==> config.mk <==
export PLATFORM = sky130hd
export DESIGN_NAME = alu8_core
export DESIGN_NICKNAME = d
export VERILOG_FILES = /design/src/rtl/alu8_pkg.sv /design/src/rtl/alu8_addsub.sv /design/src/rtl/alu8_bitops.sv /design/src/rtl/alu8_status.sv /design/src/rtl/alu8_core.sv
export SDC_FILE = /design/constraint.sdc
export NUM_CORES = 1
export LEC_CHECK = 0
export ABC_AREA = 1
export CORE_ASPECT_RATIO = 2
export CORE_MARGIN = 2
export CORE_UTILIZATION = 40
export CTS_CLUSTER_SIZE = 16
export DETAILED_ROUTE_END_ITERATION = 8
export GPL_TIMING_DRIVEN = 0
export SYNTH_ARGS = -nofsm -noshare
export SYNTH_HDL_FRONTEND = slang
export SYNTH_SLANG_ARGS = --single-unit
==> constraint.sdc <==
create_clock -name clk -period 6.45 [get_ports clk]
set_input_delay 1.6125 -clock clk [delete_from_list [all_inputs] [get_ports clk]]
set_output_delay 1.6125 -clock clk [all_outputs]
set_load 0.005 [all_outputs]
==> src/rtl/alu8_pkg.sv <==
package alu8_pkg;
  localparam int DATA_W = 8;
  localparam int NFLAG  = 8;
  localparam int FIDX_W = $clog2(NFLAG);

  localparam int FL_C = 0;
  localparam int FL_Z = 1;
  localparam int FL_N = 2;
  localparam int FL_V = 3;
  localparam int FL_S = 4;
  localparam int FL_H = 5;
  localparam int FL_T = 6;
  localparam int FL_I = 7;

  typedef enum logic [4:0] {
    OP_ADD  = 5'd0,  OP_ADC  = 5'd1,  OP_SUB  = 5'd2,  OP_SBC  = 5'd3,
    OP_CP   = 5'd4,  OP_CPC  = 5'd5,  OP_AND  = 5'd6,  OP_OR   = 5'd7,
    OP_XOR  = 5'd8,  OP_COM  = 5'd9,  OP_NEG  = 5'd10, OP_INC  = 5'd11,
    OP_DEC  = 5'd12, OP_LSL  = 5'd13, OP_LSR  = 5'd14, OP_ROL  = 5'd15,
    OP_ROR  = 5'd16, OP_ASR  = 5'd17, OP_SWAP = 5'd18, OP_BST  = 5'd19,
    OP_BLD  = 5'd20
  } alu_op_e;
endpackage

==> src/rtl/alu8_addsub.sv <==
module alu8_addsub #(
  parameter int DW = 8
) (
  input  logic [DW-1:0] x,
  input  logic [DW-1:0] y,
  input  logic          cin,
  input  logic          sub,
  output logic [DW-1:0] sum,
  output logic          c_out,
  output logic          h_out,
  output logic          v_out
);
  localparam int HB  = DW / 2;
  localparam int MSB = DW - 1;

  logic [DW:0] full;
  logic [HB:0] half;

  always_comb begin
    if (sub) begin
      full = {1'b0, x} - {1'b0, y} - {{DW{1'b0}}, cin};
      half = {1'b0, x[HB-1:0]} - {1'b0, y[HB-1:0]} - {{HB{1'b0}}, cin};
    end else begin
      full = {1'b0, x} + {1'b0, y} + {{DW{1'b0}}, cin};
      half = {1'b0, x[HB-1:0]} + {1'b0, y[HB-1:0]} + {{HB{1'b0}}, cin};
    end
    sum   = full[DW-1:0];
    c_out = full[DW];
    h_out = half[HB];
    if (sub) v_out = (x[MSB] != y[MSB]) && (sum[MSB] != x[MSB]);
    else     v_out = (x[MSB] == y[MSB]) && (sum[MSB] != x[MSB]);
  end
endmodule

==> src/rtl/alu8_bitops.sv <==
module alu8_bitops
  import alu8_pkg::*;
#(
  parameter int DW = 8,
  localparam int BW = $clog2(DW)
) (
  input  alu_op_e       op,
  input  logic [DW-1:0] a,
  input  logic [DW-1:0] b,
  input  logic          cin,
  input  logic          tflag,
  input  logic [BW-1:0] bsel,
  output logic [DW-1:0] res,
  output logic          c_out,
  output logic          v_out,
  output logic          t_out
);
  localparam int MSB = DW - 1;
  localparam int HB  = DW / 2;
  localparam logic [DW-1:0] MIN_NEG = {1'b1, {(DW-1){1'b0}}};
  localparam logic [DW-1:0] MAX_POS = {1'b0, {(DW-1){1'b1}}};

  always_comb begin
    res   = a;
    c_out = cin;
    v_out = 1'b0;
    t_out = a[bsel];
    unique case (op)
      OP_AND:  res = a & b;
      OP_OR:   res = a | b;
      OP_XOR:  res = a ^ b;
      OP_COM:  res = ~a;
      OP_INC: begin res = a + 1'b1; v_out = (res == MIN_NEG); end
      OP_DEC: begin res = a - 1'b1; v_out = (res == MAX_POS); end
      OP_LSL: begin res = {a[MSB-1:0], 1'b0};  c_out = a[MSB]; end
      OP_LSR: begin res = {1'b0, a[MSB:1]};    c_out = a[0];   end
      OP_ROL: begin res = {a[MSB-1:0], cin};   c_out = a[MSB]; end
      OP_ROR: begin res = {cin, a[MSB:1]};     c_out = a[0];   end
      OP_ASR: begin res = {a[MSB], a[MSB:1]};  c_out = a[0];   end
      OP_SWAP: res = {a[HB-1:0], a[DW-1:HB]};
      OP_BLD: begin res = a; res[bsel] = tflag; end
      default: res = a;
    endcase
  end
endmodule

==> src/rtl/alu8_status.sv <==
module alu8_status #(
  parameter int NF = 8,
  localparam int IW = $clog2(NF)
) (
  input  logic          clk,
  input  logic          rst_n,
  input  logic          commit,
  input  logic [NF-1:0] upd_mask,
  input  logic [NF-1:0] upd_val,
  input  logic          force_en,
  input  logic [IW-1:0] force_idx,
  input  logic          force_val,
  output logic [NF-1:0] flags
);
  logic [NF-1:0] nxt;

  always_comb begin
    nxt = flags;
    if (commit) nxt = (flags & ~upd_mask) | (upd_val & upd_mask);
    if (force_en) nxt[force_idx] = force_val;
  end

  always_ff @(posedge clk) begin
    if (!rst_n) flags <= '0;
    else        flags <= nxt;
  end

  AST_FORCE_TAKES: assert property (@(posedge clk) disable iff (!rst_n)
    force_en |=> flags[$past(force_idx)] == $past(force_val));
  AST_IDLE_HOLDS: assert property (@(posedge clk) disable iff (!rst_n)
    (!commit && !force_en) |=> $stable(flags));
endmodule

==> src/rtl/alu8_core.sv <==
module alu8_core
  import alu8_pkg::*;
#(
  parameter int DW = DATA_W
) (
  input  logic                   clk,
  input  logic                   rst_n,
  input  logic                   op_valid,
  input  logic [4:0]             op_sel,
  input  logic [DW-1:0]          opnd_a,
  input  logic [DW-1:0]          opnd_b,
  input  logic [$clog2(DW)-1:0]  bit_sel,
  input  logic                   flag_wr,
  input  logic [FIDX_W-1:0]      flag_idx,
  input  logic                   flag_val,
  output logic [DW-1:0]          result,
  output logic                   res_we,
  output logic [NFLAG-1:0]       status
);
  localparam int MSB = DW - 1;
  localparam logic [NFLAG-1:0] M_ARITH = NFLAG'((1 << FL_H) | (1 << FL_S) | (1 << FL_V) |
                                                (1 << FL_N) | (1 << FL_Z) | (1 << FL_C));
  localparam logic [NFLAG-1:0] M_ZNVS  = NFLAG'((1 << FL_S) | (1 << FL_V) | (1 << FL_N) | (1 << FL_Z));
  localparam logic [NFLAG-1:0] M_ZCNVS = M_ZNVS | NFLAG'(1 << FL_C);

  alu_op_e op;
  assign op = alu_op_e'(op_sel);

  logic          is_neg, is_chain, is_sub;
  logic [DW-1:0] as_x, as_y, as_sum, bo_res;
  logic          as_cin, as_c, as_h, as_v, bo_c, bo_v, bo_t;
  logic [NFLAG-1:0] mask, nf;

  assign is_neg   = (op == OP_NEG);
  assign is_chain = (op == OP_SBC) || (op == OP_CPC);
  assign is_sub   = (op == OP_SUB) || (op == OP_SBC) || (op == OP_CP) ||
                    (op == OP_CPC) || is_neg;
  assign as_x     = is_neg ? '0 : opnd_a;
  assign as_y     = is_neg ? opnd_a : opnd_b;
  assign as_cin   = ((op == OP_ADC) || is_chain) ? status[FL_C] : 1'b0;

  alu8_addsub #(.DW(DW)) u_addsub (
    .x(as_x), .y(as_y), .cin(as_cin), .sub(is_sub),
    .sum(as_sum), .c_out(as_c), .h_out(as_h), .v_out(as_v)
  );

  alu8_bitops #(.DW(DW)) u_bitops (
    .op(op), .a(opnd_a), .b(opnd_b), .cin(status[FL_C]), .tflag(status[FL_T]),
    .bsel(bit_sel), .res(bo_res), .c_out(bo_c), .v_out(bo_v), .t_out(bo_t)
  );

  always_comb begin
    result = opnd_a;
    res_we = 1'b0;
    mask   = '0;
    nf     = status;
    unique case (op)
      OP_ADD, OP_ADC, OP_SUB, OP_SBC, OP_CP, OP_CPC, OP_NEG: begin
        result  = as_sum;
        res_we  = (op != OP_CP) && (op != OP_CPC);
        mask    = M_ARITH;
        nf[FL_C] = as_c;
        nf[FL_H] = as_h;
        nf[FL_V] = as_v;
      end
      OP_AND, OP_OR, OP_XOR: begin
        result = bo_res; res_we = 1'b1; mask = M_ZNVS; nf[FL_V] = 1'b0;
      end
      OP_COM: begin
        result = bo_res; res_we = 1'b1; mask = M_ZCNVS;
        nf[FL_C] = 1'b1; nf[FL_V] = 1'b0;
      end
      OP_INC, OP_DEC: begin
        result = bo_res; res_we = 1'b1; mask = M_ZNVS; nf[FL_V] = bo_v;
      end
      OP_LSL, OP_LSR, OP_ROL, OP_ROR, OP_ASR: begin
        result = bo_res; res_we = 1'b1; mask = M_ZCNVS;
        nf[FL_C] = bo_c; nf[FL_V] = bo_res[MSB] ^ bo_c;
      end
      OP_SWAP, OP_BLD: begin result = bo_res; res_we = 1'b1; end
      OP_BST: begin mask = NFLAG'(1 << FL_T); nf[FL_T] = bo_t; end
      default: ;
    endcase
    nf[FL_N] = result[MSB];
    nf[FL_Z] = (result == '0) && (!is_chain || status[FL_Z]);
    nf[FL_S] = nf[FL_N] ^ nf[FL_V];
  end

  alu8_status #(.NF(NFLAG)) u_status (
    .clk(clk), .rst_n(rst_n), .commit(op_valid), .upd_mask(mask), .upd_val(nf),
    .force_en(flag_wr), .force_idx(flag_idx), .force_val(flag_val), .flags(status)
  );

  AST_LOGIC_KEEPS_CH: assert property (@(posedge clk) disable iff (!rst_n)
    (op_valid && !flag_wr && (op == OP_AND || op == OP_OR || op == OP_XOR))
    |=> ($stable(status[FL_C]) && $stable(status[FL_H]) && !status[FL_V]));
  AST_INCDEC_KEEPS_C: assert property (@(posedge clk) disable iff (!rst_n)
    (op_valid && !flag_wr && (op == OP_INC || op == OP_DEC))
    |=> $stable(status[FL_C]));
  AST_CHAIN_Z_STICKY: assert property (@(posedge clk) disable iff (!rst_n)
    (op_valid && !flag_wr && is_chain && !status[FL_Z]) |=> !status[FL_Z]);
  AST_SWAP_NO_FLAGS: assert property (@(posedge clk) disable iff (!rst_n)
    (op_valid && !flag_wr && (op == OP_SWAP || op == OP_BLD)) |=> $stable(status));
  AST_S_TRACKS_NV: assert property (@(posedge clk) disable iff (!rst_n)
    (op_valid && !flag_wr && mask[FL_N])
    |=> status[FL_S] == (status[FL_N] ^ status[FL_V]));
  AST_CMP_NO_WRITE: assert property (@(posedge clk) disable iff (!rst_n)
    (op == OP_CP || op == OP_CPC || op == OP_BST || op_sel > 5'd20) |-> !res_we);
endmodule

==> flow_summary.ini <==
[cells_and_area]
syn_to_final_growth_pct = 27.94
drive_above_1_share = 0.1526
fin_nets = 765
fin_cells = 786
max_flop_register = u_status.flags
top_regs = u_status.flags (8)
diodes = 0
largest_register_ff_count = 8
design_area_um2 = 4389

[setup_path]
max_stage_delay_ns = 0.45
cp_max_fo = 10
critPathSlowestCell = clkdlybuf4s50_1
end_kind = output pin
critPathRequiredTime_ns = 4.84
startpoint_type = primary input
crit_type = in2out
crit_arrival_ns = 4.67
path_cells = clkbuf_4 > nand2_2 > nor2_4 > nand2_4 > buf_6 > clkbuf_8 > nand2_1 > o21ai_2 > ha_4 > inv_2 > ha_4 > a21oi_2 > or2_2 > nand3_2 > or2_2 > a21oi_1 > nor2_1 > nor2_1 > inv_1 > clkdlybuf4s50_1

[pwr]
ir_drop_v = 0.0001298
comb_power_share = 0.681
seq_power_share = 0.112
clock_power_share = 0.207
switching_share = 0.4535
switching_power_uw = 229.1
power_density_nw_per_um2 = 115.1
p_leak_uw = 0.002213
internal_power_uw = 276.1

[run_status]
outcome = finished clean

[detailed_routing]
drc = 0
drt-total-wl_um = 13820
vias = 4401
ant_nets = 0
wl_per_cell_um = 17.59
vias_per_cell = 5.599
first_pass_iters = 5
drtIter0Drc = 270

[hold_path]
holdCritPathClass = reg2reg

[yosys]
syn-num-nets = 704
synth_top_family_by_area = simple AND/OR/NAND/NOR gates
synth_xor_area_frac = 0.03319
ys_warn_count = 0
synth_edf_count = 0
ys_seq_area_frac = 0.04668
netlist_instances = 629
synth_adder_area_share = 0.1656
synth_area_per_cell_um2 = 5.454
synthMuxAreaShare = 0
yosysUniqueCellTypes = 44
synth_flop_cell = dfxtp_1
synth-compound-area-share = 0.1594
ys_ff_latch = 8
synth.largest_area_cell = nand2_1
synth-async-reset-ratio = 0
synth-simple-area-share = 0.4708
synth_top_area_share = 0.1805
synth_area_leaders = nand2_1 (18%), ha_1 (14%), nand3_1 (8.9%), nor2_1 (8.9%), inv_1 (8.4%)
mappedNetlistArea_um2 = 3431

[sta]
skew_ns = 0.0002824
hold_violations = 0
worst-slew-pin-transition_ns = 0.7141
setup_viol = 0
rsz0062_at_grt = no
min_period_ns = 6.286
period_share = 0.9745
slew_violations = 0
max_freq_mhz = 159.1
max_slew_margin = 0.5177

[floorplanning]
dieHeight_um = 135.0
initial_core_util = 0.4138
die_area_um2 = 9378
dieWidth_um = 69.49
rows = 47
core_region_area_um2 = 8292
pin_count = 49

[place]
placed_area_um2 = 4014
gp_congestion = 0.9799
placedCellCount = 773
dp_hpwl_um = 11150
io_buffers = 46

[clocking]
insertion_delay_ns = 0.23
ctsHoldBuffers = 0
clock_path_buffers = 2
cts-root-buf = clkbuf_16
cts_tree = built
numCtsBuffers = 3
clkTransAtPathRegs_ns = 0.04
h-tree-depth = 1
cts.sinks = 8

[global_routing]
grt_max_degree = 13
grt.total_usage = 0.2925
grt_first_pass_wirelength_um = 21850
grt_pass1_vias = 4424
overflow = 0
antenna_found_initial = 0

[run]
maxCapViolCount = 0
## placed cells by master, fill, tap and decap left out, types with 4 or more instances in the layout
| cell | instances |
|---|---|
| a21oi_1 | 24 |
| buf_2 | 4 |
| buf_4 | 17 |
| clkdlybuf4s50_1 | 38 |
| dfxtp_1 | 8 |
| ha_1 | 32 |
| ha_4 | 6 |
| inv_1 | 72 |
| inv_2 | 14 |
| nand2_1 | 159 |
| nand2_2 | 10 |
| nand3_1 | 59 |
| nand3_2 | 4 |
| nand4_1 | 20 |
| nor2_1 | 73 |
| nor2_2 | 7 |
| nor2_4 | 8 |
| nor3_1 | 8 |
| o211ai_1 | 4 |
| o21ai_0 | 28 |
| o21ai_1 | 7 |
| o21ai_2 | 4 |
| o22ai_1 | 8 |
| or2_2 | 5 |
| xor2_1 | 11 |
## logic make-up (layout without fill, tap and decap cells)
logic type,count (synthesis),count (layout)
simple gates,362,362
buf+inv,108,167
compound gates,95,95
fa+ha+maj,43,43
xor+xnor,13,13
flops,8,8
## worst max-delay path, delay by kind of cell
| kind | cells | cell delay [ns] |
|---|---|---|
| buf+inv | 6 | 1.03 |
| fa+ha+maj | 2 | 0.53 |
| compound gates | 3 | 0.37 |
| simple gates | 9 | 1.12 |
## cell type report
class,instances,area [µm²]
fillers,916,3902
clock buffers,3,75.07
inverters,93,367.9
flip-flops and latches,8,160.2
well taps,98,122.6
repair buffers,60,548.0
multi-input cells,513,3035
plain buffers,11,80.08
## cell usage after synthesis (3+ instances only)
cell	count
nor2_4	3
nor2_1	81
ha_1	39
nor2_2	4
inv_1	77
nor3_1	8
o21ai_0	36
nand3_1	61
or2_2	5
a21oi_1	26
clkinv_1	3
o21ai_1	4
xor2_1	11
o22ai_1	8
nand2_2	5
nand2_1	165
fa_1	4
a22oi_1	3
buf_4	4
clkbuf_1	8
nand4_1	20
inv_2	12
a21o_1	3
o211ai_1	4
buf_2	3
dfxtp_1	8
## per-stage QoR
step,setup TNS (ns),utilization,total power [µW],hold WS (ns),worst slack (ns)
finish,0,0.5294,505.3,0.5498,0.1644
global route,0,0.5294,548.6,0.5896,0.003782
floorplan,0,-,249.3,0.5093,0.5276
global placement,-5.156,0.4841,363.0,0.5313,-1.027
detailed placement,-5.256,0.4841,365.1,0.5380,-1.043
CTS,-0.03106,0.5117,488.9,0.5514,-0.03106
## per-layer routing
metal / track usage / part of all wire / vias to the layer above
li1: - / - / 2176
met1: 0.2863 / 0.36 / 2018
met2: 0.5721 / 0.54 / 149
met3: 0.02612 / 0.032 / 58
met4: 0.1830 / 0.068 / 0
met5: 0 / 0 / -
## final timing paths
| path | startpoint | to | slack, ns | depth (start not counted) |
|---|---|---|---|---|
| max | op_sel[1] | result[6] | 0.16 | 20 |
| min | u_status.flags[7] | u_status.flags[7] | 0.55 | 2 |
| max reg2reg | u_status.flags[0] | u_status.flags[1] | 3.81 | 16 |
| min reg2reg | u_status.flags[7] | u_status.flags[7] | 0.55 | 2 |
## power groups by stage
stage | combinational [µW] | sequential [µW] | clock (µW)
finish | 344 | 56.6 | 105
global route | 382 | 57.1 | 109
CTS | 325 | 56.6 | 107
detailed placement | 308 | 57.4 | 0
global placement | 306 | 57.4 | 0
floorplan | 192 | 57.0 | 0
## timing repair
action	in CTS	in global routing
buffers inserted	6	8
resized for setup	50	38
pin swaps	4	6
endpoints found under the setup margin	8	6
endpoints found under the hold margin	0	0
Power figures use the tool's default switching activity.
